===== src/rtl/ml7_pkg.sv =====
`timescale 1ns/1ps
package ml7_pkg;

    localparam int NCAR = 6;
    localparam int HALF = 3;

    typedef logic signed [2:0] level_t;

    typedef enum logic [1:0] {
        DISP_INPHASE = 2'd0,
        DISP_GROUP   = 2'd1,
        DISP_ALTERN  = 2'd2
    } disp_e;

    // packed: s1 is bit 0, s5 is bit 4
    typedef struct packed {
        logic s5;
        logic s4;
        logic s3;
        logic s2;
        logic s1;
    } gates_t;

    // quarter sine, 16 samples at odd eighths of the step, peak 255
    function automatic logic [7:0] qsine(input logic [3:0] idx);
        logic [7:0] v;
        case (idx)
            4'd0:  v = 8'd13;
            4'd1:  v = 8'd37;
            4'd2:  v = 8'd62;
            4'd3:  v = 8'd86;
            4'd4:  v = 8'd109;
            4'd5:  v = 8'd131;
            4'd6:  v = 8'd152;
            4'd7:  v = 8'd171;
            4'd8:  v = 8'd189;
            4'd9:  v = 8'd205;
            4'd10: v = 8'd219;
            4'd11: v = 8'd231;
            4'd12: v = 8'd240;
            4'd13: v = 8'd247;
            4'd14: v = 8'd252;
            default: v = 8'd255;
        endcase
        return v;
    endfunction

    function automatic gates_t encode_level(input level_t lv);
        gates_t g;
        g = '0;
        case (lv)
            3'sd3:   begin g.s2 = 1'b1; g.s5 = 1'b1; end
            3'sd2:   begin g.s3 = 1'b1; g.s5 = 1'b1; end
            3'sd1:   begin g.s4 = 1'b1; g.s5 = 1'b1; end
            -3'sd1:  begin g.s1 = 1'b1; g.s2 = 1'b1; end
            -3'sd2:  begin g.s1 = 1'b1; g.s3 = 1'b1; end
            -3'sd3:  begin g.s1 = 1'b1; g.s4 = 1'b1; end
            default: g = '0;
        endcase
        return g;
    endfunction

endpackage


===== src/rtl/ml7_refgen.sv =====
`timescale 1ns/1ps
module ml7_refgen
    import ml7_pkg::*;
#(
    parameter int PH_W   = 12,
    parameter int MA_W   = 8,
    parameter int MA_ONE = 128,
    parameter int REF_W  = 18
) (
    input  logic                    clk_i,
    input  logic                    rst_i,
    input  logic [PH_W-1:0]         phase_i,
    input  logic                    trap_i,
    input  logic [MA_W-1:0]         ma_i,
    output logic signed [REF_W-1:0] ref_o
);
    localparam int OW   = PH_W - 2;
    localparam int PEAK = 255 * MA_ONE;

    logic [OW-1:0]          off, mir;
    logic [7:0]             sin_s, tri_s, shp;
    logic [8:0]             tri_x;
    logic [MA_W-1:0]        ma_c;
    logic [MA_W+7:0]        mag;
    logic signed [REF_W-1:0] mag_s;

    always_comb begin
        off   = phase_i[OW-1:0];
        mir   = phase_i[PH_W-2] ? ~off : off;
        sin_s = qsine(mir[OW-1 -: 4]);
        tri_s = mir[OW-1 -: 8];
        // triangle scaled by 1.5 then clipped: flat top over the last third
        tri_x = {1'b0, tri_s} + {2'b00, tri_s[7:1]};
        shp   = trap_i ? (tri_x[8] ? 8'hFF : tri_x[7:0]) : sin_s;
        ma_c  = (ma_i > MA_W'(MA_ONE)) ? MA_W'(MA_ONE) : ma_i;
        mag   = {{MA_W{1'b0}}, shp} * {8'b0, ma_c};
        mag_s = $signed({{(REF_W-MA_W-8){1'b0}}, mag});
        ref_o = phase_i[PH_W-1] ? -mag_s : mag_s;
    end


    ref_bound_chk: assert property (@(posedge clk_i) disable iff (rst_i)
        (ref_o <= REF_W'(PEAK)) && (ref_o >= -REF_W'(PEAK)));

endmodule


===== src/rtl/ml7_carrier_bank.sv =====
`timescale 1ns/1ps
module ml7_carrier_bank
    import ml7_pkg::*;
#(
    parameter int PH_W  = 12,
    parameter int MF_W  = 6,
    parameter int REF_W = 18,
    parameter int BAND  = 10880
) (
    input  logic                    clk_i,
    input  logic                    rst_i,
    input  logic [PH_W-1:0]         phase_i,
    input  logic [MF_W-1:0]         mf_i,
    input  logic [1:0]              disp_i,
    input  logic signed [REF_W-1:0] ref_i,
    output logic [NCAR-1:0]         above_o
);
    localparam int CSCALE = (BAND - 1) / 255;

    logic [PH_W+MF_W-1:0] prod;
    logic [PH_W-1:0]      cph;

    always_comb begin
        prod = {{MF_W{1'b0}}, phase_i} * {{PH_W{1'b0}}, mf_i};
        cph  = prod[PH_W-1:0];
    end

    for (genvar k = 0; k < NCAR; k++) begin : g_car
        localparam int  BASE = (k - HALF) * BAND;
        localparam bit  LOW  = (k < HALF);
        localparam bit  ODD  = (k % 2) == 1;

        logic                    inv;
        logic [PH_W-1:0]         p;
        logic [PH_W-2:0]         h, mir;
        logic [7:0]              shp;
        logic signed [REF_W-1:0] cval;

        always_comb begin
            case (disp_e'(disp_i))
                DISP_GROUP:  inv = LOW;
                DISP_ALTERN: inv = ODD;
                default:     inv = 1'b0;
            endcase
            p    = cph ^ {inv, {(PH_W-1){1'b0}}};
            h    = p[PH_W-2:0];
            mir  = p[PH_W-1] ? ~h : h;
            shp  = qsine(mir[PH_W-2 -: 4]);
            cval = REF_W'(BASE + int'(shp) * CSCALE);
            above_o[k] = ref_i > cval;
        end
    end


    therm_chk: assert property (@(posedge clk_i) disable iff (rst_i)
        (above_o & (above_o + NCAR'(1))) == '0);

endmodule


===== src/rtl/ml7_gate_gen.sv =====
`timescale 1ns/1ps
module ml7_gate_gen
    import ml7_pkg::*;
#(
    parameter int PH_W   = 12,
    parameter int MA_W   = 8,
    parameter int MF_W   = 6,
    parameter int MA_ONE = 128
) (
    input  logic              clk_i,
    input  logic              rst_i,
    input  logic [1:0]        disp_i,
    input  logic              trap_i,
    input  logic [MA_W-1:0]   ma_i,
    input  logic [MF_W-1:0]   mf_i,
    output logic [4:0]        gates_o,
    output logic signed [2:0] level_o
);
    localparam int REF_W = MA_W + 10;
    localparam int BAND  = (255 * MA_ONE) / HALF;

    logic [PH_W-1:0]         phase;
    logic signed [REF_W-1:0] ref_w;
    logic [NCAR-1:0]         above;
    logic [2:0]              cnt;
    logic signed [3:0]       lvl_w;
    level_t                  lvl_n;

    ml7_refgen #(.PH_W(PH_W), .MA_W(MA_W), .MA_ONE(MA_ONE), .REF_W(REF_W)) u_ref (
        .clk_i(clk_i), .rst_i(rst_i), .phase_i(phase), .trap_i(trap_i),
        .ma_i(ma_i), .ref_o(ref_w)
    );

    ml7_carrier_bank #(.PH_W(PH_W), .MF_W(MF_W), .REF_W(REF_W), .BAND(BAND)) u_car (
        .clk_i(clk_i), .rst_i(rst_i), .phase_i(phase), .mf_i(mf_i),
        .disp_i(disp_i), .ref_i(ref_w), .above_o(above)
    );

    always_comb begin
        cnt   = 3'($countones(above));
        lvl_w = $signed({1'b0, cnt}) - 4'sd3;
        lvl_n = lvl_w[2:0];
    end

    always_ff @(posedge clk_i) begin
        if (rst_i) begin
            phase   <= '0;
            level_o <= '0;
            gates_o <= '0;
        end else begin
            phase   <= phase + PH_W'(1);
            level_o <= lvl_n;
            gates_o <= encode_level(lvl_n);
        end
    end


    level_rng_chk: assert property (@(posedge clk_i) disable iff (rst_i)
        level_o != 3'b100);


    zero_index_chk: assert property (@(posedge clk_i) disable iff (rst_i)
        (ma_i == '0) |=> (level_o == 3'sd0));


    gate_excl_chk: assert property (@(posedge clk_i) disable iff (rst_i)
        ($countones(gates_o[3:1]) <= 1) && !(gates_o[0] && gates_o[4]));

endmodule


===== config.mk =====
export PLATFORM = sky130hd
export DESIGN_NAME = ml7_gate_gen
export DESIGN_NICKNAME = d
export VERILOG_FILES = /design/src/rtl/ml7_pkg.sv /design/src/rtl/ml7_refgen.sv /design/src/rtl/ml7_carrier_bank.sv /design/src/rtl/ml7_gate_gen.sv
export SDC_FILE = /design/constraint.sdc
export NUM_CORES = 1
export LEC_CHECK = 0
export BUFFER_PORTS_ARGS = -buffer_cell sky130_fd_sc_hd__clkbuf_2
export CAP_MARGIN = 20
export CORE_AREA = 3 3 143 145
export CTS_BUF_LIST = sky130_fd_sc_hd__clkbuf_4 sky130_fd_sc_hd__clkbuf_8
export DETAILED_ROUTE_END_ITERATION = 10
export DIE_AREA = 0 0 146 148
export GPL_TIMING_DRIVEN = 0
export PLACE_DENSITY = 0.84
export SKIP_CTS_REPAIR_TIMING = 1
export SLEW_MARGIN = 20
export SYNTH_ARGS = -nofsm -noshare
export SYNTH_HDL_FRONTEND = slang
export SYNTH_SLANG_ARGS = --single-unit

===== constraint.sdc =====
create_clock -name clk_i -period 14.4 [get_ports clk_i]
set_input_delay 1.44 -clock clk_i [delete_from_list [all_inputs] [get_ports clk_i]]
set_output_delay 1.44 -clock clk_i [all_outputs]
set_load 0.005 [all_outputs]

==> reports/results.ini <==
[run_status]
status = complete, no violations

[logic_synthesis]
synth_enable_flop_cells = 0
synth.distinct_cells = 69
synth.largest_area_cell = ha_1
synth.net_count = 1794
synth_area_per_cell_sq_um = 8.069
ys_async_sr_fraction_pct = 0
yosys_most_used_dff = dfxtp_1
yosysSeqAreaShare_pct = 3.482
synth_top_cell_area_share_pct = 29.49
netlist_instances = 1425
synthTopCellsByArea = ha_1 29%, fa_1 14%, inv_1 6.2%
ys_warn_count = 0
netlist_area_sq_um = 11500
synth.ff_latch_count = 20

[global_route]
gr-total-overflow = 0
antenna_found_initial = 0
grt_pass1_vias = 9991
grt_usage_pct = 24.55
grt_pass1_wl_um = 45720
grt_max_degree = 12

[final_layout]
final_common_cell = ha_1
area_growth_pct = 4.451
drive_gt1_share_pct = 4.127
nNetsFinal = 1824
final_cell_mix = 271 x ha_1, 190 x inv_1, 115 x nand2_1
design_area_sq_um = 12010
final_util_pct = 62.12
diodes = 0

[worst_setup_path]
cp_max_fo = 10
critPathCapture = gates_o[0]
cpPeakStageDelay_ns = 0.60
reg2reg_to = gates_o[0]
critical-path-slowest-cell = fa_1
cp_num_buf_inv = 9
crit_type = in2reg
end_kind = flip-flop
start_kind = input pin
regToRegSetupSlack_ns = 2.14
path_delay_family = adder cells
r2r_start = phase[4]
crit_arrival_ns = 13.11
path_depth = 48
critPathRequiredTime_ns = 14.56
cp-startpoint = mf_i[1]
ff2ff_path_depth = 47

[sta]
grt_setup_unrepaired = false
tns_ns = 0
worst_slew_pin_slew_ns = 1.051
relSlewSlack_pct = 29.41
final.setup_skew_ns = 0.003669
hold_viol = 0
final-setup-viol-count = 0
fin_hold_ws_ns = 0.5325
min_period_ns = 12.94
finalMaxSlewViolations = 0
finalCritPeriodShare_pct = 89.89
max_clock_freq_mhz = 77.25

[power_and_ir_drop]
totalPowerFinal_mw = 1.277
ir_drop_mv = 0.09511
p_leak_nw = 6.281
power_density_nw_per_um2 = 106.4

[clock_network]
h-tree-depth = 1
cts_buffer_depth = 2
numClockSinks = 20
clk_latency_ns = 0.27
clk_pin_slew_ns = 0.07
cts_root_buf = clkbuf_8
tritoncts = built
cts_buffers = 3

[routing]
viasPerCell = 5.834
wl_per_cell_um = 15.34
first_iter_violations = 745
first_pass_iters = 5
drt-total-wl_um = 26360
drc = 0
vias = 10030
ant_nets = 0

[floorplanning]
initial_core_util_pct = 59.47
die_area_sq_um = 21610
chipWidth_um = 146
ios = 27
coreArea_sq_um = 19330
die_h_um = 148
row_count = 51

[run]
max_cap_viol_count = 0

[placed_design]
dpl.hpwl_um = 21990
io_buffers = 25
placed_area_sq_um = 11960
gp_congestion = 0.9519

[worst_hold_path]
hp-class = reg2reg

Yosys cell counts (all sizes together) (8+ instances only):
| cell | count |
|---|---|
| a211oi | 15 |
| a21o | 34 |
| a21oi | 60 |
| a31oi | 18 |
| and2 | 64 |
| buf | 8 |
| clkbuf | 21 |
| dfxtp | 20 |
| fa | 79 |
| ha | 271 |
| inv | 190 |
| mux2i | 14 |
| nand2 | 115 |
| nand2b | 16 |
| nand3 | 21 |
| nand4 | 12 |
| nor2 | 94 |
| nor2b | 26 |
| nor3 | 15 |
| o21a | 21 |
| o21ai | 53 |
| o21bai | 13 |
| o221ai | 12 |
| o31ai | 8 |
| xnor2 | 79 |
| xor2 | 49 |
metrics by stage:
stage / std cells / setup slack, ns
3_3_place_gp: 1715 / 1.409
2_1_floorplan: 1425 / 2.680
6_report: 1719 / 1.455
4_1_cts: 1719 / 1.489
3_5_place_dp: 1715 / 1.280
5_1_grt: 1719 / 0.7282
cell families (layout without fill, tap and decap cells):
family / after synthesis / count (layout) / synth area share (%)
DFF: 20 / 20 / 3.482
muxes: 21 / 21 / 2.002
adders and majority gates: 350 / 350 / 43.24
xor gates and xnor gates: 128 / 128 / 9.978
AOI/OAI and AO/OA: 292 / 292 / 17.20
buffers and inverters: 219 / 248 / 7.301
and+or+nand+nor: 395 / 395 / 16.79
cell type report:
class	count	area (sq um)
fillers	1673	7325
inverters	190	713.2
clock buffers	4	55.05
flip-flops and latches	20	400.4
well taps	265	331.6
plain buffers	29	126.4
repair buffers	25	125.1
multi-input cells	1186	10260
per-layer routing:
metal,routed length (um),vias to the layer above,GRT usage [%]
met4,603,0,6.303
met5,0,-,0
li1,-,4954,-
met1,11880,4700,33.82
met2,12380,323,42.66
met3,1496,52,1.012
report_power, final:
group	internal [mW]	leakage (nW)	total, mW	switching, mW
Sequential	0.0596	0.162	0.0617	0.00206
Clock	0.0244	0.0288	0.0443	0.0199
Combinational	0.513	6.09	1.17	0.658
state kept, by name, summed over array words and instances (netlist names):
register,count
gates_o,5
phase,12
level_o,3
worst min-delay path by stage:
stage | startpoint | endpoint | cells after the start
finish | phase[0] | phase[0] | 1
detailed placement | phase[0] | phase[0] | 1
floorplan | phase[0] | phase[0] | 1
global placement | phase[0] | phase[0] | 1
CTS | phase[0] | phase[0] | 1
global route | phase[0] | phase[0] | 1
(Power assumes the default switching activity.)
